===== src/rtl/kac_pkg.sv =====
package kac_pkg;

    // Unlock key: byte n occupies bits [8n+7:8n], each byte consumed LSB first
    localparam logic [63:0] KAC_KEY = 64'h5CA33AC5_5CA33AC5;

    typedef enum logic [1:0] {
        ST_HUNT = 2'd0,
        ST_DEAD = 2'd1,
        ST_XFER = 2'd2
    } seq_state_e;

    typedef struct packed {
        logic rd;
        logic wr;
        logic dat;
    } bus_evt_t;

    typedef struct packed {
        logic cs_n;
        logic oe_n;
        logic we_n;
        logic din;
    } strobe_t;

endpackage


===== src/rtl/kac_sync.sv =====
module kac_sync #(
    parameter int unsigned    W       = 4,
    parameter int unsigned    STAGES  = 2,
    parameter logic [W-1:0]   RST_VAL = '0
) (
    input  logic         clk_i,
    input  logic         rst_ni,
    input  logic [W-1:0] d_i,
    output logic [W-1:0] q_o
);

    for (genvar b = 0; b < W; b++) begin : g_bit
        logic [STAGES-1:0] chain_d, chain_q;

        always_comb begin
            chain_d = {chain_q[STAGES-2:0], d_i[b]};
        end

        always_ff @(posedge clk_i or negedge rst_ni) begin
            if (!rst_ni) begin
                chain_q <= {STAGES{RST_VAL[b]}};
            end else begin
                chain_q <= chain_d;
            end
        end

        assign q_o[b] = chain_q[STAGES-1];
    end

endmodule


===== src/rtl/kac_cycle_det.sv =====
module kac_cycle_det
    import kac_pkg::*;
(
    input  logic     clk_i,
    input  logic     rst_ni,
    input  strobe_t  strb_i,
    output bus_evt_t evt_o
);

    strobe_t prev_d, prev_q;

    always_comb begin
        prev_d = strb_i;
        evt_o  = '0;
        // cycle completes when chip enable goes from low to high
        if (strb_i.cs_n && !prev_q.cs_n) begin
            evt_o.wr = !prev_q.we_n;
            evt_o.rd = prev_q.we_n && !prev_q.oe_n;
        end
        evt_o.dat = prev_q.din;
    end

    always_ff @(posedge clk_i or negedge rst_ni) begin
        if (!rst_ni) begin
            prev_q <= '{cs_n: 1'b1, oe_n: 1'b1, we_n: 1'b1, din: 1'b0};
        end else begin
            prev_q <= prev_d;
        end
    end

endmodule


===== src/rtl/kac_seq.sv =====
module kac_seq
    import kac_pkg::*;
#(
    parameter int unsigned       KEY_W      = 64,
    parameter int unsigned       XFER_W     = 64,
    parameter logic [KEY_W-1:0]  KEY        = KAC_KEY[KEY_W-1:0],
    parameter int unsigned       RST_EN_BIT = 36,
    localparam int unsigned      KPW        = $clog2(KEY_W),
    localparam int unsigned      XPW        = $clog2(XFER_W)
) (
    input  logic              clk_i,
    input  logic              rst_ni,
    input  bus_evt_t          evt_i,
    input  logic              pwr_fail_i,
    input  logic              ext_rst_n_i,
    input  logic [XFER_W-1:0] time_img_i,
    output logic              xfer_active_o,
    output logic              dout_o,
    output logic              commit_o,
    output logic [XFER_W-1:0] commit_data_o,
    output logic [KPW-1:0]    key_ptr_o,
    output logic              dead_o
);

    localparam logic [KPW-1:0] KPTR_LAST = KPW'(KEY_W - 1);
    localparam logic [XPW-1:0] XPTR_LAST = XPW'(XFER_W - 1);

    typedef struct packed {
        seq_state_e        st;
        logic [KPW-1:0]    kptr;
        logic [XPW-1:0]    xptr;
        logic [XFER_W-1:0] shadow;
        logic              all_wr;
        logic              commit;
    } seq_t;

    seq_t s_d, s_q;
    logic abort;

    always_comb begin
        s_d        = s_q;
        s_d.commit = 1'b0;
        abort      = pwr_fail_i || (!time_img_i[RST_EN_BIT] && !ext_rst_n_i);

        if (abort) begin
            s_d.st     = ST_HUNT;
            s_d.kptr   = '0;
            s_d.xptr   = '0;
            s_d.all_wr = 1'b0;
        end else if (evt_i.rd || evt_i.wr) begin
            unique case (s_q.st)
                ST_HUNT: begin
                    if (evt_i.rd) begin
                        s_d.kptr = '0;
                    end else if (evt_i.dat == KEY[s_q.kptr]) begin
                        if (s_q.kptr == KPTR_LAST) begin
                            s_d.st     = ST_XFER;
                            s_d.kptr   = '0;
                            s_d.xptr   = '0;
                            s_d.shadow = time_img_i;
                            s_d.all_wr = 1'b1;
                        end else begin
                            s_d.kptr = s_q.kptr + 1'b1;
                        end
                    end else begin
                        s_d.st = ST_DEAD;
                    end
                end
                ST_DEAD: begin
                    if (evt_i.rd) begin
                        s_d.st   = ST_HUNT;
                        s_d.kptr = '0;
                    end
                end
                ST_XFER: begin
                    if (evt_i.wr) begin
                        s_d.shadow[s_q.xptr] = evt_i.dat;
                    end else begin
                        s_d.all_wr = 1'b0;
                    end
                    if (s_q.xptr == XPTR_LAST) begin
                        s_d.st     = ST_HUNT;
                        s_d.kptr   = '0;
                        s_d.xptr   = '0;
                        s_d.commit = s_q.all_wr && evt_i.wr;
                        s_d.all_wr = 1'b0;
                    end else begin
                        s_d.xptr = s_q.xptr + 1'b1;
                    end
                end
                default: begin
                    s_d.st   = ST_HUNT;
                    s_d.kptr = '0;
                end
            endcase
        end
    end

    always_ff @(posedge clk_i or negedge rst_ni) begin
        if (!rst_ni) begin
            s_q <= '{st: ST_HUNT, kptr: '0, xptr: '0, shadow: '0,
                     all_wr: 1'b0, commit: 1'b0};
        end else begin
            s_q <= s_d;
        end
    end

    assign xfer_active_o = (s_q.st == ST_XFER);
    assign dout_o        = xfer_active_o ? s_q.shadow[s_q.xptr] : 1'b0;
    assign commit_o      = s_q.commit;
    assign commit_data_o = s_q.shadow;
    assign key_ptr_o     = s_q.kptr;
    assign dead_o        = (s_q.st == ST_DEAD);

endmodule


===== src/rtl/keyed_access_ctrl.sv =====
module keyed_access_ctrl
    import kac_pkg::*;
#(
    parameter int unsigned      KEY_W       = 64,
    parameter int unsigned      XFER_W      = 64,
    parameter logic [KEY_W-1:0] KEY         = KAC_KEY[KEY_W-1:0],
    parameter int unsigned      RST_EN_BIT  = 36,
    parameter int unsigned      SYNC_STAGES = 2,
    localparam int unsigned     KPW         = $clog2(KEY_W)
) (
    input  logic              clk_i,
    input  logic              rst_ni,
    input  logic              cs_n_i,
    input  logic              oe_n_i,
    input  logic              we_n_i,
    input  logic              din_i,
    input  logic              pwr_fail_i,
    input  logic              rom_mode_i,
    input  logic              ext_rst_n_i,
    input  logic [XFER_W-1:0] time_img_i,
    output logic              mem_cs_n_o,
    output logic              dout_o,
    output logic              commit_o,
    output logic [XFER_W-1:0] commit_data_o
);

    strobe_t        strb_raw, strb_sync;
    bus_evt_t       evt;
    logic           xfer_active;
    logic [KPW-1:0] key_ptr;
    logic           hunt_dead;

    assign strb_raw = '{cs_n: cs_n_i, oe_n: oe_n_i, we_n: we_n_i, din: din_i};

    kac_sync #(
        .W       ($bits(strobe_t)),
        .STAGES  (SYNC_STAGES),
        .RST_VAL (4'b1110)
    ) u_sync (
        .clk_i  (clk_i),
        .rst_ni (rst_ni),
        .d_i    (strb_raw),
        .q_o    (strb_sync)
    );

    kac_cycle_det u_cyc (
        .clk_i  (clk_i),
        .rst_ni (rst_ni),
        .strb_i (strb_sync),
        .evt_o  (evt)
    );

    kac_seq #(
        .KEY_W      (KEY_W),
        .XFER_W     (XFER_W),
        .KEY        (KEY),
        .RST_EN_BIT (RST_EN_BIT)
    ) u_seq (
        .clk_i         (clk_i),
        .rst_ni        (rst_ni),
        .evt_i         (evt),
        .pwr_fail_i    (pwr_fail_i),
        .ext_rst_n_i   (ext_rst_n_i),
        .time_img_i    (time_img_i),
        .xfer_active_o (xfer_active),
        .dout_o        (dout_o),
        .commit_o      (commit_o),
        .commit_data_o (commit_data_o),
        .key_ptr_o     (key_ptr),
        .dead_o        (hunt_dead)
    );

    // gated enable: power-fail level first, then window hold, else pass-through
    always_comb begin
        if (pwr_fail_i) begin
            mem_cs_n_o = !rom_mode_i;
        end else if (xfer_active) begin
            mem_cs_n_o = 1'b1;
        end else begin
            mem_cs_n_o = cs_n_i;
        end
    end

endmodule


===== config.mk =====
export PLATFORM = sky130hd
export DESIGN_NAME = keyed_access_ctrl
export DESIGN_NICKNAME = d
export VERILOG_FILES = /design/src/rtl/kac_pkg.sv /design/src/rtl/kac_sync.sv /design/src/rtl/kac_cycle_det.sv /design/src/rtl/kac_seq.sv /design/src/rtl/keyed_access_ctrl.sv
export SDC_FILE = /design/constraint.sdc
export NUM_CORES = 1
export LEC_CHECK = 0
export BUFFER_PORTS_ARGS = -buffer_cell sky130_fd_sc_hd__clkbuf_2
export CORE_MARGIN = 3
export CORE_UTILIZATION = 40
export CTS_BUF_LIST = sky130_fd_sc_hd__clkbuf_4 sky130_fd_sc_hd__clkbuf_8 sky130_fd_sc_hd__clkbuf_16
export DETAILED_ROUTE_END_ITERATION = 8
export PLACE_DENSITY = 0.67
export SKIP_CTS_REPAIR_TIMING = 1
export SLEW_MARGIN = 30
export SYNTH_ARGS = -nofsm -noshare
export SYNTH_HDL_FRONTEND = slang
export SYNTH_HIERARCHICAL = 1
export SYNTH_SLANG_ARGS = --single-unit

===== constraint.sdc =====
create_clock -name clk_i -period 2.4 [get_ports clk_i]
set_input_delay 0 -clock clk_i [delete_from_list [all_inputs] [get_ports clk_i]]
set_output_delay 0 -clock clk_i [all_outputs]
set_load 0.005 [all_outputs]

=== After elaboration in Yosys (flattened, before gate mapping) ===
Memories as Yosys holds them, arrays and structs flattened.
Index checks and enable logic that the tools add are counted.
W data, S select, Z words.

* Flip-flop bits (word level): 92
* Memory bits (read-only): 64
* Input port bits: 73
* Output and inout port bits: 67
* Logic and storage cells: 91
* Memories kept: 1

* Add/subtract/negate cells: 2
* Magnitude comparators: 3
* Equal/unequal tests: 17
* Mux-type cells: 31
* Bitwise logic cells: 1
* Reduce and logical (&&, ||, !) cells: 22

{| class="wikitable"
|+ Memories
! memory !! words !! bits a word !! read ports !! clocked after memory_dff !! write ports !! RTL line !! text
|-
| (no name shown) || 64 || 1 || 1 || 0 || 0 || kac_seq.sv:55 || <nowiki>end else if (evt_i.dat == KEY[s_q.kptr]) begin</nowiki>
|}

{| class="wikitable"
|+ Operators by type and width
! kind !! count
|-
| $mux W71 || 2
|-
| $pmux W71 S2 || 1
|-
| $mux W80 || 1
|-
| $mux W77 || 1
|-
| $bwmux W64 || 1
|-
| $mux W64 || 1
|-
| $pmux W8 S3 || 1
|-
| $mux W6 || 3
|-
| $mux W8 || 2
|-
| $lt A6 B7 Y1 const B || 2
|-
| $mux W14 || 1
|-
| $add A6 B1 Y6 const B || 2
|-
| $eq A6 B6 Y1 const B || 2
|-
| $mux W1 || 10
|-
| $mux W2 || 5
|-
| $reduce_and A5 Y1 || 2
|-
| $ne A3 B1 Y1 const B || 3
|-
| $reduce_and A7 Y1 || 1
|-
| $bmux W1 S6 || 1
|-
| $demux W1 S6 || 1
|-
| $ge A6 B1 Y1 const B || 1
|-
| $logic_not A1 Y1 || 6
|-
| $ne A2 B1 Y1 const B || 3
|-
| $ne A3 B3 Y1 const B || 2
|-
| 15 further kinds || 21
|}

=== Depth between registers and ports, before layout ===
Gate-level depths: netlist of the first run.

* Depth after elaboration: 9
* Depth in mapped cells: 9
* Depth with buffers taken out: 7

=== Cells and area by module ===
The synthesis of the first run kept the hierarchy.

{| class="wikitable"
|+ By module, submodules not included
! module !! instances !! cells each !! area each (sq um) !! sequential area each (sq um)
|-
| kac_seq || 1 || 673 || 5576.6 || 2001.9
|-
| kac_sync || 1 || 12 || 237.7 || 207.7
|-
| kac_cycle_det || 1 || 7 || 131.4 || 103.8
|-
| keyed_access_ctrl || 1 || 2 || 10.0 || 0.0
|}

=== Worst setup path after synthesis of the first run ===
OpenSTA, ideal clock, no wires.

* Kind: register to register
* Start point: register u_sync.g_bit[3].chain_q[1]
* End point: register with a tool-made name
* Library setup time: 0.078 ns
* Data arrival time: 2.136 ns
* Data required time: 2.322 ns
* Path slack: 0.187 ns
* Cell stages (with the launch flop): 8
* Buffers on the path: 3
* Period minus slack after synthesis: 2.213 ns
* Cell sequence: dfstp_2 buf_4 nor3b_1 nor3b_1 clkbuf_1 clkbuf_1 a31oi_1 a21oi_1

{| class="wikitable"
|+ RTL lines
! element !! RTL line !! text
|-
| from (decl) || kac_sync.sv:13 || <nowiki>logic [STAGES-1:0] chain_d, chain_q;</nowiki>
|-
| from (signal assigned) || kac_sync.sv:21 || <nowiki>chain_q <= {STAGES{RST_VAL[b]}};</nowiki>
|-
| from (signal assigned) || kac_sync.sv:23 || <nowiki>chain_q <= chain_d;</nowiki>
|}

=== Worst setup path after layout of the first run ===
* Start point: register u_seq/s_q[67] (netlist bit)
* End point: output dout_o

* Longest elaborated chain between the ends: 3

{| class="wikitable"
|+ Ends and longest elaborated chain
! element !! RTL line !! text
|-
| from (decl) || kac_seq.sv:37 || <nowiki>seq_t s_d, s_q;</nowiki>
|-
| from (signal assigned) || kac_seq.sv:101 || <nowiki>s_q <= '{st: ST_HUNT, kptr: '0, xptr: '0, shadow: '0,</nowiki>
|-
| $bmux W1 S6 || kac_seq.sv:109 || <nowiki>assign dout_o = xfer_active_o ? s_q.shadow[s_q.xptr] : 1'b0;</nowiki>
|-
| $mux W1 (implied by the code) || kac_seq.sv:109 ||
|-
| $mux W1 || kac_seq.sv:109 ||
|-
| to (decl) || keyed_access_ctrl.sv:22 || <nowiki>output logic dout_o,</nowiki>
|}

No other way between the ends. The select of a mux whose other input is x is not followed.

==> flow_summary.json, run 1 <==
{
  "syn_inst": 687,
  "worstReg2RegStart": "u_seq/key_ptr_o[0]$_DFFE_PN0P_",
  "htree_levels": 3,
  "cp-end-kind": "output pin",
  "fin_ws_ns": -0.0630,
  "die_x_um": 128,
  "tightestPinTransition_ns": 0.580,
  "crit_type": "reg2out",
  "area_delta_synth_final_pct": 17.3,
  "swShare": 0.222,
  "wl_met3_um": 2250,
  "p_leak_nw": 3.03,
  "hp-start": "time_img_i[21]",
  "whs_ns": -0.0246,
  "worst_ep_arrival_time_ns": 2.46,
  "route.detailed.drc": 0,
  "status": "finished with violations",
  "power_frac_comb": 0.067,
  "die_h_um": 128,
  "wl_met1_um": 7930,
  "power_frac_seq": 0.481,
  "nFillCells": 1394,
  "crit_path_max_fanout": 8,
  "antenna_found_initial": 0,
  "period_share": 1.03,
  "n_antenna_cell": 0,
  "core_area_um2": 14100,
  "power.density_nw_per_um2": 473,
  "top_layer": "met4",
  "avgRoutedWirePerCell_um": 21.2,
  "portBuffers": 139,
  "hp-class": "in2reg",
  "cts_made_buffers": 9,
  "cts.path.max_buffers": 2,
  "dr.pass1.iters": 6,
  "ioPinCount": 140,
  "cp-startpoint": "u_seq/s_q[67]$_DFFE_PN0P_",
  "clkPwrFrac": 0.452,
  "clock_sinks": 92,
  "cts_root_buffer": "clkbuf_16",
  "pre_cts_slack_ns": -0.0532,
  "syn_area_um2": 5910,
  "wirelength_um": 20200,
  "yosys_warnings": 6,
  "place_area_um2": 6400,
  "regArea_um2": 2320,
  "hpwl_um": 13600,
  "ant_nets": 0,
  "worstSkewPairLatency_ns": 0.35,
  "finalInstanceArea_um2": 6930,
  "avgSynthCellArea_um2": 8.60,
  "drv_cap": 0,
  "period_minus_slack_ns": 2.46,
  "num_vias": 5981,
  "grt_pass1_vias": 5551,
  "fin_nets": 840,
  "rows": 43,
  "wl_met2_um": 9280,
  "drt_iter0_markers": 764,
  "rsz0062_at_grt": "true",
  "drv_slew": 0,
  "die_area_um2": 16300,
  "grt_max_degree": 134,
  "critPathLaunchType": "register",
  "grt_pass1_wl_um": 31000,
  "initial_utilization": 0.417,
  "irDropWorstVdd_mv": 0.331,
  "cp.required_ns": 2.40,
  "via_per_inst": 6.30,
  "power_switching_mw": 0.726,
  "grtUsageTotal": 0.240,
  "grt-ovfl-total": 0,
  "clk_pin_slew_worst_paths_ns": 0.07,
  "drive_gt1_frac": 0.297,
  "violations": "negative hold slack, negative setup slack",
  "setup_viol": 1,
  "fin_worst_skew_ns": 0.00746,
  "intPower_mw": 2.55,
  "finalHoldViolations": 21,
  "max_freq_mhz": 406,
  "routabilityCongestion": 0.968,
  "slew_headroom": 0.614,
  "multi_input_area_um2": 2790,
  "synth_nets": 762,
  "cts_tree": "done"
}
-- cells in the final DEF (no fill, tap or decap), types with 19 or more instances in the layout --
cell type	n
a21oi_1	78
a31oi_1	68
buf_4	36
clkbuf_2	138
dfrtp_1	81
nand2_1	27
nand3_1	27
nor2_1	19
o21ai_0	82
o22ai_1	58
-- worst paths after layout --
path	endpoint	slack, ns	cells after the start
min in group asynchronous	asynchronous set/reset pin	0.19	2
setup / recovery	dout_o	-0.06	8
hold reg to reg	u_cyc/evt_o[0]$_DFF_PN0_	0.35	0
max in group asynchronous	u_sync/g_bit[3].chain_q[0]$_DFF_PN1_	1.47	3
setup reg to reg	register	0.21	8
hold / removal	register	-0.02	3
-- cell type report --
type | instances | area share
clock buffers | 12 | 0.0376
well taps | 180 | 0.0325
inverters | 8 | 0.00452
clock inverters | 4 | 0.00686
repair buffers | 198 | 0.182
multi-input cells | 456 | 0.402
flip-flops and latches | 92 | 0.334
-- per-layer routing --
metal | vias up | track usage
li1 | 2698 | -
met1 | 2845 | 0.327
met2 | 380 | 0.372
met3 | 58 | 0.0548
met4 | 0 | 0.0959
met5 | - | 0
-- stage by stage --
step | utilization | power (mW) | std cells | setup TNS, ns
2_1_floorplan | - | 1.68 | 687 | 0
3_3_place_gp | 0.452 | 1.79 | 914 | 0
3_5_place_dp | 0.452 | 1.80 | 914 | -0.192
4_1_cts | 0.474 | 3.28 | 930 | -0.485
5_1_grt | 0.490 | 3.38 | 950 | -0.0981
6_report | 0.490 | 3.27 | 950 | -0.0630
-- critical path, cell delays in order, from the launching register on --
cell and delay, ns:
dfrtp_2 0.39, buf_12 0.13, mux4_2 0.51, nand3_2 0.09, o21ai_2 0.06, a221oi_2 0.28
o211ai_1 0.15, o41a_1 0.37, clkbuf_2 0.13
-- power by group through the flow --
stage	clock [mW]	sequential, mW	combinational, mW
after global routing	1.57	1.58	0.242
after detailed placement	0	1.60	0.195
after floorplan	0	1.60	0.0786
after global placement	0	1.60	0.191
final	1.48	1.58	0.218
after CTS	1.51	1.58	0.196
Power figures use the tool's default switching activity.
==> run 2: changes to the inputs <==
PLACE_DENSITY = 0.7   (was 0.67)
==> run 2 against run 1 <==
- critical endpoint unchanged
- register-to-register slack worse by 0.13 ns
- largest cell class unchanged
- the flow still finishes with violations (negative hold slack, negative setup slack)
- core utilization grew 0.53 points
- largest power group is now the clock network
- worst hold slack got worse by 0.0011 ns
- highest routed layer unchanged
==> flow_summary.json, run 2 (synthesized netlist as in run 1, its figures left out) <==
{
  "fin_nets": 842,
  "drt_iter0_markers": 741,
  "max_stage_delay_ns": 0.47,
  "drv_cap": 0,
  "crit_path_max_fanout": 6,
  "grt_pass1_vias": 5221,
  "clk_pin_slew_worst_paths_ns": 0.07,
  "grt_pass1_wl_um": 30000,
  "mostFrequentLayoutCells": "138 x clkbuf_2, 83 x dfrtp_1, 82 x o21ai_0",
  "slew_headroom": 0.535,
  "nFillCells": 1335,
  "power_frac_seq": 0.453,
  "mostFrequentLayoutCell": "clkbuf_2",
  "period_minus_slack_ns": 2.48,
  "rows": 43,
  "fin_worst_skew_ns": 0.0142,
  "critPathLaunchType": "register",
  "hp-start": "time_img_i[10]",
  "period_share": 1.03,
  "swShare": 0.216,
  "cts_tree": "done",
  "route.detailed.drc": 0,
  "reg2reg_slack_ns": 0.08,
  "multi_input_area_um2": 2790,
  "whs_ns": -0.0257,
  "ant_nets": 0,
  "drv_slew": 0,
  "via_per_inst": 6.16,
  "area_delta_synth_final_pct": 18.6,
  "setup_viol": 1,
  "cp-end-kind": "output pin",
  "hold_depth": 3,
  "setup_tns_ns": -0.0801,
  "power_switching_mw": 0.752,
  "cts_made_buffers": 9,
  "clkPwrFrac": 0.482,
  "antenna_found_initial": 0,
  "power_frac_comb": 0.065,
  "clock_sinks": 92,
  "fin_ws_ns": -0.0801,
  "initial_utilization": 0.417,
  "ioPinCount": 140,
  "drive_gt1_frac": 0.288,
  "grt-ovfl-total": 0,
  "worstSkewPairLatency_ns": 0.36,
  "die_x_um": 128,
  "pre_cts_slack_ns": 0.168,
  "violations": "negative hold slack, negative setup slack",
  "rsz0062_at_grt": "true",
  "worst_ep_arrival_time_ns": 2.48,
  "p_leak_nw": 3.06,
  "routabilityCongestion": 0.935,
  "avgRoutedWirePerCell_um": 20.8,
  "intPower_mw": 2.73,
  "grtUsageTotal": 0.234,
  "worstRegToRegCells": 5,
  "max_freq_mhz": 403,
  "power.density_nw_per_um2": 497,
  "cp_slowest_cell": "o41a_1",
  "wirelength_um": 19800,
  "regArea_um2": 2310,
  "dr.pass1.iters": 6,
  "n_antenna_cell": 0,
  "die_area_um2": 16300,
  "cp.required_ns": 2.40,
  "hpwl_um": 12900,
  "crit_chain": "buf_6, mux2_2, and3_1, a221o_1, a21oi_1, o22ai_1, o41a_1, clkbuf_2",
  "num_vias": 5861,
  "place_area_um2": 6370,
  "cts.path.max_buffers": 2,
  "worstReg2RegStart": "u_seq/s_q[68]$_DFFE_PN0P_",
  "tightestPinTransition_ns": 0.696,
  "htree_levels": 3,
  "portBuffers": 139,
  "status": "finished with violations",
  "grt_max_degree": 103,
  "irDropWorstVdd_mv": 0.319,
  "cts_root_buffer": "clkbuf_16",
  "die_h_um": 128,
  "finalHoldViolations": 28,
  "crit_type": "reg2out",
  "finalInstanceArea_um2": 7000,
  "hp-class": "in2reg",
  "core_area_um2": 14100
}
-- run 2: cell count changes in the layout (fill, tap and decap cells not counted), moves of 2 or more --
cell / before / now
dfrtp_2: 2 / 0
dlygate4sd3_1: 18 / 25
clkbuf_8: 2 / 0
bufinv_16: 1 / 3
buf_4: 36 / 29
buf_6: 0 / 3
dfrtp_1: 81 / 83
clkinv_2: 3 / 1
-- run 2: area by class of cell --
class	instances	share of cell area
clock buffer	10	0.0332
clock inverter	6	0.0170
inverter	8	0.00447
multi-input combinational	456	0.398
sequential	92	0.330
tap	180	0.0322
timing repair buffer	200	0.185
-- run 2: worst max-delay path by stage --
stage / startpoint / end / cells after the start
global route: u_seq/s_q[67]$_DFFE_PN0P_ / dout_o / 8
global placement: u_sync/g_bit[3].chain_q[1]$_DFF_PN1_ / register / 5
CTS: u_seq/s_q[67]$_DFFE_PN0P_ / dout_o / 8
floorplan: u_sync/g_bit[3].chain_q[1]$_DFF_PN1_ / register / 7
finish: u_seq/s_q[67]$_DFFE_PN0P_ / dout_o / 8
detailed placement: u_sync/g_bit[3].chain_q[1]$_DFF_PN1_ / register / 5
-- run 2: power groups by stage --
stage | registers, mW | logic (mW) | clock network, mW
3_5_place_dp | 1.60 | 0.194 | 0
3_3_place_gp | 1.60 | 0.194 | 0
6_report | 1.58 | 0.227 | 1.68
2_1_floorplan | 1.60 | 0.0786 | 0
4_1_cts | 1.57 | 0.195 | 1.71
5_1_grt | 1.58 | 0.251 | 1.79
-- run 2: per-layer routing --
layer  track usage  share of wire  up-vias  wire length (um)
li1              -              -     2698                 -
met1         0.321           0.40     2744              7850
met3        0.0656           0.12       38              2440
met5             0              0        -                 0
met2         0.356           0.45      381              9000
met4        0.0789          0.027        0               537
-- run 2: critical path, delay by kind of cell, from the launching register on --
family                 cells  cell delay, ns
AO/OA/AOI/OAI              4            0.94
flip-flops                 1            0.39
multiplexers               1            0.35
buffers and inverters      2            0.28
AND/OR/NAND/NOR            1            0.18
-- run 2: metrics by stage --
step                power (mW)  std cells  utilization
floorplan                 1.68        687            -
global placement          1.80        910        0.450
detailed placement        1.80        910        0.450
CTS                       3.48        926        0.475
global route              3.61        952        0.495
finish                    3.48        952        0.495
==> run 3: changes to the inputs <==
PLACE_DENSITY = 0.73   (was 0.7)
clock period = 2.01 ns   (was 2.4 ns; I/O delays follow)
==> run 3 against run 2 <==
- the flow still finishes with violations (negative hold slack, negative setup slack)
- critical path depth stayed put
- register-to-register slack worse by 0.09 ns
- sequential share of layout area fell by 3.7 points
- via count up 7.4%
- global-route usage grew 0.85 points
- power is 14% higher
- combinational power rose by 39%
- first-iteration DRC count increased by 16%
- sequential power rose by 19%
- largest power group is now sequential cells
- highest routed layer unchanged
==> flow_summary.json, run 3 (synthesized netlist as in run 1, its figures left out) <==
{
  "cts_made_buffers": 9,
  "route.detailed.drc": 0,
  "worstRegToRegCells": 9,
  "fin_ws_ns": -0.485,
  "avgRoutedWirePerCell_um": 20.8,
  "setup_viol": 4,
  "grtUsageTotal": 0.242,
  "finalInstanceArea_um2": 7890,
  "wirelength_um": 21400,
  "hold_depth": 3,
  "via_per_inst": 6.11,
  "cp.required_ns": 2.01,
  "whs_ns": -0.0272,
  "drive_gt1_frac": 0.391,
  "hpwl_um": 14300,
  "intPower_mw": 3.05,
  "grt_pass1_vias": 5561,
  "wl_met2_um": 9740,
  "nFillCells": 1259,
  "top_layer": "met4",
  "clkPwrFrac": 0.444,
  "initial_utilization": 0.417,
  "antenna_found_initial": 0,
  "drv_cap": 0,
  "finalHoldViolations": 16,
  "fin_util": 0.558,
  "wl_met3_um": 2500,
  "n_antenna_cell": 0,
  "area_delta_synth_final_pct": 33.6,
  "hp-class": "in2reg",
  "die_x_um": 128,
  "crit_chain": "buf_6, mux2_4, and3_4, a221o_1, a21oi_2, o22ai_1, o41a_1, buf_2",
  "path_buf_inv": 2,
  "mostFrequentLayoutCells": "137 x clkbuf_2, 95 x buf_4, 80 x dfrtp_1, 80 x o21ai_0, 77 x a21oi_1",
  "fin_nets": 920,
  "slew_headroom": 0.682,
  "power_frac_seq": 0.476,
  "cts.path.max_buffers": 2,
  "mostFrequentLayoutCell": "clkbuf_2",
  "core_area_um2": 14100,
  "num_vias": 6294,
  "cp_num_cells": 8,
  "die_area_um2": 16300,
  "dr.pass1.iters": 5,
  "grt_max_degree": 97,
  "fin_worst_skew_ns": 0.0120,
  "max_freq_mhz": 401,
  "period_share": 1.24,
  "power_frac_comb": 0.080,
  "place_area_um2": 6960,
  "violations": "negative hold slack, negative setup slack",
  "htree_levels": 3,
  "portBuffers": 139,
  "ant_nets": 0,
  "critPathLaunchType": "register",
  "clk_pin_slew_worst_paths_ns": 0.07,
  "grt_pass1_wl_um": 30800,
  "p_leak_nw": 3.46,
  "die_h_um": 128,
  "max_stage_delay_ns": 0.46,
  "worstSkewPairLatency_ns": 0.35,
  "tightestPinTransition_ns": 0.475,
  "wl_met1_um": 8330,
  "critical_path.top_delay_family": "compound AO/OA/AOI/OAI gates",
  "cts_root_buffer": "clkbuf_16",
  "drv_slew": 0,
  "cp-end-kind": "output pin",
  "cp_slowest_cell": "dfrtp_2",
  "grt-ovfl-total": 0,
  "drt_iter0_markers": 862,
  "power_switching_mw": 0.906,
  "rows": 43,
  "power.density_nw_per_um2": 501,
  "worst_ep_arrival_time_ns": 2.50,
  "period_minus_slack_ns": 2.50,
  "p_total_mw": 3.95,
  "irDropWorstVdd_mv": 0.377,
  "crit_path_max_fanout": 8,
  "crit_type": "reg2out",
  "status": "finished with violations",
  "routabilityCongestion": 0.951,
  "cts_tree": "done",
  "clock_sinks": 92,
  "ioPinCount": 140,
  "pre_cts_slack_ns": -0.382,
  "swShare": 0.229,
  "rsz0062_at_grt": "true"
}
-- run 3: tightest hold or removal path, cell delays in order --
cell and delay, ns:
clkbuf_2 0.08, o22ai_1 0.08, a21oi_1 0.13
-- run 3: layout make-up --
cell class / count / area (um2) / share of cell area
repair buffers: 278 / 1990 / 0.252
clock buffers: 14 / 293 / 0.0371
clock inverters: 2 / 16.3 / 0.00206
inverters: 8 / 31.3 / 0.00397
multi-input cells: 456 / 3020 / 0.382
flip-flops and latches: 92 / 2320 / 0.294
well taps: 180 / 225 / 0.0285
-- run 3: path summary, 6_finish.rpt --
kind | startpoint | to | slack [ns]
max | u_seq/s_q[67]$_DFFE_PN0P_ | dout_o | -0.49
min | time_img_i[40] | register | -0.03
max reg2reg | u_seq/s_q[67]$_DFFE_PN0P_ | register | -0.01
min reg2reg | u_sync/g_bit[0].chain_q[0]$_DFF_PN0_ | u_sync/g_bit[0].chain_q[1]$_DFF_PN0_ | 0.35
max in group asynchronous | rst_ni | asynchronous set/reset pin | 1.34
min in group asynchronous | rst_ni | u_seq/s_q[71]$_DFFE_PN0P_ | 0.04
-- run 3: metal layers --
metal | vias to the layer above | track usage
met5 | - | 0
met4 | 0 | 0.0984
met3 | 51 | 0.0589
met2 | 431 | 0.356
met1 | 2960 | 0.342
li1 | 2852 | -
-- run 3: power groups by stage --
stage	combinational (mW)	clock, mW	sequential (mW)
after detailed placement	0.248	0	1.91
final	0.316	1.76	1.88
after floorplan	0.0946	0	1.91
after global routing	0.344	1.88	1.88
after CTS	0.249	1.79	1.88
after global placement	0.247	0	1.91
-- run 3: stage by stage --
stage,TNS [ns],cells,hold WS [ns]
floorplan,0,687,-0.296
global placement,-3.26,979,-0.128
detailed placement,-5.86,979,-0.129
CTS,-6.77,995,-0.510
global route,-1.16,1030,0.0000140
finish,-0.515,1030,-0.0272
